`src/rtl/sgr_rd_pkg.sv`:
```
package sgr_rd_pkg;

  localparam int LAT_W = 2;

  // Map a latency code onto the pipeline stage count; codes outside 1..max act as max.
  function automatic int eff_lat(input logic [LAT_W-1:0] code, input int max_lat);
    int c;
    c = int'(code);
    if (c >= 1 && c <= max_lat) return c;
    return max_lat;
  endfunction

endpackage

```
`src/rtl/sgr_data_pipe.sv`:
```
module sgr_data_pipe #(
  parameter int DW    = 32,
  parameter int DEPTH = 3
) (
  input  logic                       clk,
  input  logic                       rst_n,
  input  logic                       en,
  input  logic                       in_vld,
  input  logic [DW-1:0]              in_data,
  output logic [DEPTH-1:0]           stg_vld,
  output logic [DEPTH-1:0][DW-1:0]   stg_data
);

  logic [DEPTH-1:0]         vld_q, vld_d;
  logic [DEPTH-1:0][DW-1:0] dat_q, dat_d;

  always_comb begin
    vld_d = vld_q;
    dat_d = dat_q;
    if (en) begin
      vld_d[0] = in_vld;
      dat_d[0] = in_data;
      for (int k = 1; k < DEPTH; k++) begin
        vld_d[k] = vld_q[k-1];
        dat_d[k] = dat_q[k-1];
      end
    end
  end

  always_ff @(posedge clk or negedge rst_n) begin
    if (!rst_n) begin
      vld_q <= '0;
      dat_q <= '0;
    end else begin
      vld_q <= vld_d;
      dat_q <= dat_d;
    end
  end

  assign stg_vld  = vld_q;
  assign stg_data = dat_q;

endmodule

```
`src/rtl/sgr_mask_pipe.sv`:
```
module sgr_mask_pipe #(
  parameter int NB  = 4,
  parameter int DLY = 2
) (
  input  logic          clk,
  input  logic          rst_n,
  input  logic          en,
  input  logic [NB-1:0] mask_in,
  output logic [NB-1:0] mask_out
);

  logic [DLY-1:0][NB-1:0] m_q, m_d;

  always_comb begin
    m_d = m_q;
    if (en) begin
      m_d[0] = mask_in;
      for (int k = 1; k < DLY; k++) m_d[k] = m_q[k-1];
    end
  end

  always_ff @(posedge clk or negedge rst_n) begin
    if (!rst_n) m_q <= '0;
    else        m_q <= m_d;
  end

  assign mask_out = m_q[DLY-1];

endmodule

```
`src/rtl/sgr_out_sel.sv`:
```
module sgr_out_sel
  import sgr_rd_pkg::*;
#(
  parameter int DW    = 32,
  parameter int BW    = 8,
  parameter int DEPTH = 3,
  localparam int NB   = DW / BW
) (
  input  logic [LAT_W-1:0]          lat_code,
  input  logic [DEPTH-1:0]          stg_vld,
  input  logic [DEPTH-1:0][DW-1:0]  stg_data,
  input  logic [NB-1:0]             mask,
  output logic [DW-1:0]             dq_out,
  output logic [NB-1:0]             dq_oe
);

  logic          sel_vld;
  logic [DW-1:0] sel_data;
  int            lat_eff;

  always_comb begin
    lat_eff  = eff_lat(lat_code, DEPTH);
    sel_vld  = 1'b0;
    sel_data = '0;
    for (int k = 0; k < DEPTH; k++) begin
      if (k + 1 == lat_eff) begin
        sel_vld  = stg_vld[k];
        sel_data = stg_data[k];
      end
    end
  end

  genvar b;
  for (b = 0; b < NB; b++) begin : g_byte
    assign dq_oe[b]             = sel_vld & ~mask[b];
    assign dq_out[b*BW +: BW]   = dq_oe[b] ? sel_data[b*BW +: BW] : '0;
  end

endmodule

```
`src/rtl/sgr_read_path.sv`:
```
module sgr_read_path
  import sgr_rd_pkg::*;
#(
  parameter int DATA_W   = 32,
  parameter int BYTE_W   = 8,
  parameter int MAX_LAT  = 3,
  parameter int MASK_DLY = 2,
  localparam int NBYTE   = DATA_W / BYTE_W
) (
  input  logic              clk,
  input  logic              rst_n,
  input  logic              cke,
  input  logic              rd_vld,
  input  logic [DATA_W-1:0] rd_data,
  input  logic [LAT_W-1:0]  cas_lat,
  input  logic [NBYTE-1:0]  dqm,
  input  logic              wr_act,
  output logic [DATA_W-1:0] dq_out,
  output logic [NBYTE-1:0]  dq_oe,
  output logic [NBYTE-1:0]  wr_strobe
);

  logic                         cke_q;
  logic                         pipe_en;
  logic [MAX_LAT-1:0]           stg_vld;
  logic [MAX_LAT-1:0][DATA_W-1:0] stg_data;
  logic [NBYTE-1:0]             rd_mask;

  // Suspension takes effect one edge after cke is sampled low.
  always_ff @(posedge clk or negedge rst_n) begin
    if (!rst_n) cke_q <= 1'b1;
    else        cke_q <= cke;
  end

  assign pipe_en = cke_q;

  sgr_data_pipe #(.DW(DATA_W), .DEPTH(MAX_LAT)) u_data (
    .clk      (clk),
    .rst_n    (rst_n),
    .en       (pipe_en),
    .in_vld   (rd_vld),
    .in_data  (rd_data),
    .stg_vld  (stg_vld),
    .stg_data (stg_data)
  );

  sgr_mask_pipe #(.NB(NBYTE), .DLY(MASK_DLY)) u_mask (
    .clk      (clk),
    .rst_n    (rst_n),
    .en       (pipe_en),
    .mask_in  (dqm),
    .mask_out (rd_mask)
  );

  sgr_out_sel #(.DW(DATA_W), .BW(BYTE_W), .DEPTH(MAX_LAT)) u_sel (
    .lat_code (cas_lat),
    .stg_vld  (stg_vld),
    .stg_data (stg_data),
    .mask     (rd_mask),
    .dq_out   (dq_out),
    .dq_oe    (dq_oe)
  );

  assign wr_strobe = {NBYTE{wr_act}} & ~dqm;

endmodule

```
`config.mk`:
```
export PLATFORM = sky130hd
export DESIGN_NAME = sgr_read_path
export DESIGN_NICKNAME = d
export VERILOG_FILES = /design/src/rtl/sgr_rd_pkg.sv /design/src/rtl/sgr_data_pipe.sv /design/src/rtl/sgr_mask_pipe.sv /design/src/rtl/sgr_out_sel.sv /design/src/rtl/sgr_read_path.sv
export SDC_FILE = /design/constraint.sdc
export NUM_CORES = 1
export LEC_CHECK = 0
export BUFFER_PORTS_ARGS = -buffer_cell sky130_fd_sc_hd__buf_4
export CAP_MARGIN = 20
export CORE_MARGIN = 8
export CORE_UTILIZATION = 39
export CTS_CLUSTER_DIAMETER = 100
export DETAILED_ROUTE_END_ITERATION = 8
export GPL_ROUTABILITY_DRIVEN = 0
export MAX_ROUTING_LAYER = met4
export PLACE_DENSITY_LB_ADDON = 0.08
export SLEW_MARGIN = 20
export SYNTH_ARGS = -nofsm -noshare
export SYNTH_HDL_FRONTEND = slang
export SYNTH_SLANG_ARGS = --single-unit
```
`constraint.sdc`:
```
create_clock -name clk -period 4.4 [get_ports clk]
set_input_delay 0.44 -clock clk [delete_from_list [all_inputs] [get_ports clk]]
set_output_delay 0.44 -clock clk [all_outputs]
set_load 0.05 [all_outputs]
```
* Word level (Yosys, flattened, before mapping)
Index checks and enable logic that the tools add are counted.
** Word-level totals
- Bits in registers :: 108
- Input port bits :: 43
- Output and inout bits :: 40
- Logic and storage cells :: 34
** Cells by class
- $lt $le $gt $ge :: 1
- Eq/ne operators :: 3
- Muxes and demuxes :: 13
- Bitwise operators :: 10
** Operators by type and width (count)
- 32-bit 2-to-1 mux :: 4
- 3-bit by 32-bit == test with 1-bit output (first input constant) :: 2
- 2-bit by 32-bit == test with 1-bit output (first input constant) :: 1
- 8-bit 2-to-1 mux :: 4
- 1-bit bitwise AND :: 4
- 4-bit bitwise AND :: 1
- 1-bit 2-to-1 mux :: 4
- 1-bit NOT :: 4
- 4-bit NOT :: 1
- 2-bit by 1-bit >= comparator with 1-bit output (second input constant) :: 1
- 2-bit 2-to-1 mux :: 1

* Longest topological paths before layout
Gate-level depths: netlist of the first run.
- Depth after elaboration :: 9
- Depth in mapped cells :: 8
- Gate-level depth less buffers :: 5

* Hierarchy
From an unflattened synthesis of the first run, not the netlist that was laid out.
** Second synthesis, totals
- Cells, all modules :: 368
- Area, all modules :: 5086.1 sq um
** By module, submodules not included
- sgr_data_pipe :: times used 1, cells an instance 209, area an instance 3703.6 sq um
- sgr_out_sel :: times used 1, cells an instance 133, area an instance 959.7 sq um
- sgr_mask_pipe :: times used 1, cells an instance 21, area an instance 361.6 sq um
- sgr_read_path :: times used 1, cells an instance 5, area an instance 61.3 sq um

* Least setup slack after synthesis of the first run
No wires, ideal clock.
- Path type :: input to output
- Start :: in cas_lat[0]
- End :: out dq_out[0]
- Arrival time :: 2439 ps
- Data required time :: 3960 ps
- Slack :: 1521 ps
- Stages on the path :: 6
- Buffers on the path :: 1
- Path through :: inv_1 > ha_1 > buf_4 > a21o_1 > o211ai_4 > nor3_1
** Between the ends
- Cells in the longest elaborated chain, start to end :: 9
- Elaborated cells between the ends (all ways) :: 15
- Those cells by class :: order compare: 1; eq/ne: 3; mux: 10; bitwise: 1
** Ends and longest elaborated chain
- start: declaration :: line sgr_read_path.sv:15 : input logic [LAT_W-1:0] cas_lat,
- 2-bit by 1-bit >= comparator with 1-bit output :: line sgr_rd_pkg.sv:9 : if (c >= 1 && c <= max_lat) return c;
- 2-bit 2-to-1 mux / 1-bit 2-to-1 mux (equally long branches) :: line sgr_rd_pkg.sv:9
- 32-bit 2-to-1 mux (*) :: line sgr_rd_pkg.sv:10 : return max_lat;
- 2-bit by 32-bit == test with 1-bit output :: line sgr_out_sel.sv:26 : if (k + 1 == lat_eff) begin
- 1-bit 2-to-1 mux (3 in series) :: line sgr_out_sel.sv:26
- 1-bit bitwise AND :: line sgr_out_sel.sv:35 : assign dq_oe[b] = sel_vld & ~mask[b];
- 8-bit 2-to-1 mux (*) :: line sgr_out_sel.sv:36 : assign dq_out[b*BW +: BW] = dq_oe[b] ? sel_data[b*BW +: BW] : '0;
- end: declaration :: line sgr_read_path.sv:18 : output logic [DATA_W-1:0] dq_out,
Mark *: on every way between the ends. The rest lies on a longest branch, timed or not.

* Worst setup path in the final report of the first run
- Start :: in cas_lat[0]
- End :: out dq_out[30]
The elaborated chain is that of the path after synthesis.

==> summary.txt, run 1 <==
Outcome
  – Outcome: finished, final reports clean

GRT
  – Initial antenna violation count: 0
  – GRT Overall Usage: 0.139
  – First-pass GRT wire length: 17.6 mm
  – Number of global-route vias before repair: 3333
  – Largest net degree at the start of global routing: 86
  – Grt total ovfl: 0

Yosys
  – Yosys reg bits: 108
  – Sequential share of the synthesized area: 0.549
  – EDFF count, synth: 0
  – Top-area cell type share of the netlist area: 0.544
  – Syn avg cell area: 13.4 sq um
  – Multiplexer area fraction after synthesis: 0.235
  – Post-synth ARST share: 1.00
  – Synth Area in XOR/XNOR: 0
  – Ys Warns: 0
  – Post-Syn Nets: 413
  – Cell taking the most area after synthesis: dfrtp_1
  – Mapped Area: 0.00493 sq mm
  – Synth cell types: 19
  – Primary FF master, synth: dfrtp_1
  – Most instantiated cells after synthesis: dfrtp_1, mux2_2, nor2b_1
  – Post-synthesis compound-gate area fraction: 0.0798
  – Largest cells by area after synthesis: dfrtp_1, mux2_2, a221oi_1
  – Largest family of logic cells by synthesized area: multiplexers
  – Mapped Cells: 368
  – Adder-Cell Fraction of Synth Area: 0.00508
  – Top-count cell post-synth: dfrtp_1
  – Synth Area in Simple Gates: 0.0937

Routing
  – First-pass DRT Iterations: 4
  – Per-cell routed wire length: 17.3 microns
  – Post-route ant nets: 0
  – Starting DRC count in detailed routing: 206
  – Final WL: 10.6 mm
  – DRC errors left: 0
  – Via count: 3161
  – Via density per instance: 5.17

Critical path
  – Worst path slowest cell: nor2b_4
  – Critical Path Max Stage Delay: 0.82 ns
  – Startpoint Class: primary input
  – CP endpoint kind: primary output
  – Critical path class: primary input to primary output
  – Critical path fanouts, max: 35
  – Worst r2r src: cke_q
  – Critical Path Start: cas_lat[0]
  – Critical path cell sequence: buf_4 > inv_1 > ha_2 > nor2b_4 > a221oi_1 > nor3_1 > buf_4
  – Crit path DAT: 2.63 ns
  – Worst endpoint required time: 3.96 ns
  – Most used cell, CP: buf_4

STA
  – Fmax: 0.326 GHz
  – Setup Skew: 0.00885 ns
  – Hold WS: 0.158 ns
  – RSZ-0062 raised after global routing: no
  – Final TNS setup: 0 ns
  – Min setup slack post-route: 1.33 ns
  – Max Transition Viols Final: 0
  – Worst-margin pin slew: 0.933 ns
  – Period utilisation layout: 0.698
  – Minimum clock period: 3.07 ns
  – Setup violators final: 0
  – Final Hold Fails: 0
  – Rel. slew slack: 0.378

Pwr
  – Pleak: 0.00253 uW
  – IR drop worst, VDD: 226 uV
  – Pwr Density: 439 mW/mm^2

Clock network
  – Post-CTS setup buffer count: 0
  – Total CTS buffers: 9
  – Clock Latency Late Sink: 0.34 ns
  – Hold Buf Count CTS: 0
  – Clk slew on worst S/H paths: 0.06 ns
  – CTS tree: built
  – Clock root buffer master: clkbuf_16
  – CTS-repair resized insts: 0
  – Max clock buf depth: 2
  – H-Tree Depth: 3
  – Clk sinks: 108

Cells and area
  – Area growth syn-to-layout: 20.2%
  – Antenna fix cells: 0
  – Nets: 480
  – Final Util: 0.475
  – Share of cells above drive strength 1: 0.495
  – Design area: 0.00592 sq mm

Run
  – Max-cap viol count: 0

Floorplanning
  – Starting Density: 0.395
  – DIE AREA: 0.0165 sq mm
  – I/O pins: 83
  – Row cnt: 41
  – Core ar.: 0.0125 sq mm
  – Chip width: 128 microns
  – Die Y-Extent: 128 microns

Placement
  – Port bufs: 82
  – Final HPWL DP: 6.61 mm
  – Worst slack, placed: 1.32 ns
  – Placed inst area: 0.00565 sq mm

Worst hold path
  – Min-delay worst type: primary input to asynchronous set/reset pin
-- per-stage QoR --
stage | instances | power [uW]
floorplan | 368 | 1680
global placement | 596 | 1870
detailed placement | 596 | 1880
CTS | 612 | 2650
global route | 612 | 2750
finish | 612 | 2600
-- final timing paths --
kind                            cells after the start  slack [ns]             endpoint
worst max-delay path                                7        1.33           dq_out[30]
worst min-delay path                                1        0.16        u_mask.m_q[0]
worst max register to register                      2        2.09  u_data.stg_data[77]
worst min register to register                      2        0.49   u_mask.mask_out[2]
max in group asynchronous                           2        3.38                cke_q
min in group clk                                    1        0.21                cke_q
-- cell type report --
class | count | area (sq um)
flip-flops and latches | 108 | 2710
multi-input cells | 221 | 2050
well taps | 172 | 215
clock inverters | 6 | 40.0
repair buffers | 85 | 642
inverters | 10 | 37.5
clock buffers | 10 | 229
fillers | 1158 | 6550
-- critical path, delay by kind of cell --
kind / cells / cell delay [ns]
AND/OR/NAND/NOR: 2 / 1.17
buffers and inverters: 3 / 0.39
adder cells (fa/ha/maj): 1 / 0.44
AO/OA/AOI/OAI: 1 / 0.17
-- cell families (layout without fill, tap and decap cells) --
kind of cell | after synthesis | in the layout
adder cells (fa/ha/maj) | 2 | 2
AO/OA/AOI/OAI | 41 | 41
buffers and inverters | 39 | 111
multiplexers | 103 | 103
AND/OR/NAND/NOR | 75 | 75
flip-flops | 108 | 108
-- sequential cells by signal, indices dropped and copies added, names as in the netlist --
register and cells:
u_data.stg_vld 3, cke_q 1, u_mask.mask_out 4, u_data.stg_data 96, u_mask.m_q 4
-- cells in the final DEF, fill, tap and decap left out, drive strengths merged --
| master | n |
|---|---|
| a21o | 1 |
| a221oi | 32 |
| and3b | 1 |
| buf | 85 |
| clkbuf | 10 |
| clkinv | 4 |
| clkinvlp | 1 |
| dfrtp | 107 |
| dfstp | 1 |
| ha | 2 |
| inv | 11 |
| mux2 | 103 |
| nand2 | 4 |
| nand2b | 1 |
| nor2b | 37 |
| nor3 | 32 |
| o211ai | 4 |
| o21ai | 4 |
-- routing by layer --
layer  share of wire  GRT usage  wire [microns]
met1            0.46      0.176            4900
met2            0.47      0.211            4980
met3           0.057     0.0397             606
met4           0.011     0.0399             112
met5               0          -               0
-- power by group --
group | switching [uW] | internal [uW] | total [uW] | leakage, uW
Sequential | 105 | 1140 | 1240 | 0.00127
Clock | 357 | 384 | 741 | 0.000133
Combinational | 349 | 266 | 614 | 0.00113
Note: power is estimated with default switching activity, not from simulation.
==> inputs of run 2 (changes only) <==
clock period = 3.2 ns   (was 4.4 ns; I/O delays follow)
==> run 2 against run 1 <==
Against the previous run: cell area up 1.1%; clock-buffer cell count up 5; total power up 39%; clock power up 42%; sequential cell count unchanged; register-to-register slack worse by 0.80 ns; via count up 0.22%; cell count up 0.49%; critical path type unchanged; largest cell class unchanged; largest power group unchanged.
==> summary.txt, run 2 (synthesis results as in run 1) <==
Clock network
  – Clock root buffer master: clkbuf_16
  – Total CTS buffers: 9 (unchanged)
  – CTS tree: built
  – Clk sinks: 108 (unchanged)
  – Max clock buf depth: 2 (unchanged)
  – Post-CTS setup buffer count: 0 (unchanged)
  – H-Tree Depth: 3 (unchanged)
  – Clk slew on worst S/H paths: 0.07 ns (about the same)
  – Clock Latency Late Sink: 0.34 ns (about the same)

GRT
  – Grt peak-use layer: met2
  – Initial antenna violation count: 0 (unchanged)
  – Met2 Resource Use GR: 0.211 (-0.000310)
  – Largest net degree at the start of global routing: 67 (-22%)
  – Number of global-route vias before repair: 3282 (-1.5%)
  – Met3 global-route usage: 0.0335 (-0.00621)
  – First-pass GRT wire length: 17.8 mm (+1.2%)
  – Grt total ovfl: 0 (unchanged)
  – Met1 usage: 0.182 (+0.00622)
  – GRT Overall Usage: 0.140 (+0.000974)

Cells and area
  – Most frequent cells in the layout: dfrtp_1, mux2_2, buf_4, nor2b_1, a221oi_1
  – Share of cells above drive strength 1: 0.490 (-0.00561)
  – Area growth syn-to-layout: 21.5%
  – Antenna fix cells: 0 (unchanged)
  – Final Util: 0.480 (+0.00522)
  – Commonest non-fill, non-tap cell in the layout: dfrtp_1
  – Nets: 483 (+0.63%)
  – Max reg flops: 96 (unchanged)

Critical path
  – Worst r2r src: cke_q
  – Critical Path Start: cas_lat[0]
  – Worst Setup EP: dq_out[7]
  – Critical path class: primary input to primary output
  – Crit path DAT: 2.14 ns (-0.49 ns)
  – R2r setup slk: 1.29 ns (-0.80 ns)
  – Reg-to-Reg End: u_mask.m_q[2]
  – R2R cell count: 2 (unchanged)
  – Startpoint Class: primary input
  – Critical path fanouts, max: 14 (-60%)
  – CP endpoint kind: primary output
  – Worst endpoint required time: 2.88 ns (-1.08 ns)

Routing
  – Via density per instance: 5.15 (-0.27%)
  – Final WL: 10.8 mm (+1.8%)
  – First-pass DRT Iterations: 4 (unchanged)
  – DRC errors left: 0 (unchanged)
  – Starting DRC count in detailed routing: 229 (+11%)
  – Via count: 3168 (+0.22%)
  – Post-route ant nets: 0 (unchanged)
  – Per-cell routed wire length: 17.5 microns (+1.3%)

Floorplanning
  – Chip width: 128 microns (unchanged)
  – Core ar.: 0.0125 sq mm (unchanged)
  – I/O pins: 83 (unchanged)
  – Starting Density: 0.395 (unchanged)
  – Row cnt: 41 (unchanged)
  – Die Y-Extent: 128 microns (unchanged)
  – DIE AREA: 0.0165 sq mm (unchanged)

STA
  – Final Hold Fails: 0 (unchanged)
  – Rel. slew slack: 0.597 (+0.219)
  – Setup Skew: 0.00638 ns (-0.00247 ns)
  – Fmax: 0.407 GHz
  – Minimum clock period: 2.46 ns
  – Period utilisation layout: 0.768
  – RSZ-0062 raised after global routing: no
  – Final TNS setup: 0 ns (unchanged)
  – Hold WS: 0.0866 ns (-0.0714 ns)
  – Worst-margin pin slew: 0.605 ns (-0.328 ns)
  – Setup violators final: 0 (unchanged)
  – Max Transition Viols Final: 0 (unchanged)
  – Min setup slack post-route: 0.741 ns (-0.588 ns)

Placement
  – Port bufs: 82 (unchanged)
  – Worst slack, placed: 0.750 ns (-0.572 ns)
  – Final HPWL DP: 6.98 mm (+5.6%)

Pwr
  – Pleak: 0.00255 uW (+0.92%)
  – Pwr Density: 603 mW/mm^2 (+37%)
  – Final Total Pwr: 3610 uW (+39%)
  – Net Sw Frac: 0.305 (-0.00678)
  – IR drop worst, VDD: 333 uV (+48%)
  – Switching power: 1100 uW (+36%)
  – Cell Int Power: 2510 uW (+40%)
  – Clock power share: 0.290 (+0.005)
  – Combinational group share of total power: 0.239 (+0.003)
  – Part of the power in registers: 0.471 (-0.007)

Outcome
  – Outcome: finished, final reports clean

Run
  – Max-cap viol count: 0 (unchanged)

Worst hold path
  – Min-delay worst type: primary input to register
-- run 2: cell type report --
cell class,instances,area [sq um]
Multi-Input combinational cell,221,2050
Fill cell,1129,6480
Tap cell,172,215
Sequential cell,108,2710
Clock inverter,1,7.51
Clock buffer,15,268
Inverter,10,37.5
Timing Repair Buffer,88,701
-- run 2: worst min-delay path by stage --
stage                     startpoint                   to  slack (ns)  depth (start not counted)
after floorplan                rst_n   u_data.stg_data[0]        0.02                          0
after global placement         rst_n  u_data.stg_data[27]        0.37                          1
after detailed placement       rst_n  u_data.stg_data[27]        0.36                          1
after CTS                        cke                cke_q        0.07                          1
after global routing             cke                cke_q        0.07                          1
final                            cke                cke_q        0.09                          1
-- run 2: metal layers --
layer	share of wire	routed length, microns
met2	0.47	5050
met4	0.011	117
met5	0	0
met1	0.48	5170
met3	0.041	446
-- run 2: through the flow --
stage | cell area (sq um) | std cells
after global routing | 5990 | 615
final | 5990 | 615
after global placement | 5700 | 598
after CTS | 5990 | 615
after floorplan | 4930 | 368
after detailed placement | 5700 | 598
-- run 2: what timing repair did --
action                                  CTS  global route
endpoints found under the setup margin    0             0
gates resized for setup                   0             0
hold endpoints to repair                  1             0
hold buffers                              1             0
-- run 2: worst max-delay path, stage by stage --
cell	delay, ns
buf_4	0.11
inv_1	0.05
ha_2	0.40
a21o_1	0.38
o211ai_4	0.20
nor3_1	0.39
buf_4	0.27
-- run 2: power groups by stage --
stage          Combinational (uW)  Clock [uW]  Sequential (uW)
3_5_place_dp                  877           0             1730
4_1_cts                       880        1090             1700
6_report                      863        1050             1700
2_1_floorplan                 640           0             1670
5_1_grt                       927        1130             1730
3_3_place_gp                  865           0             1720
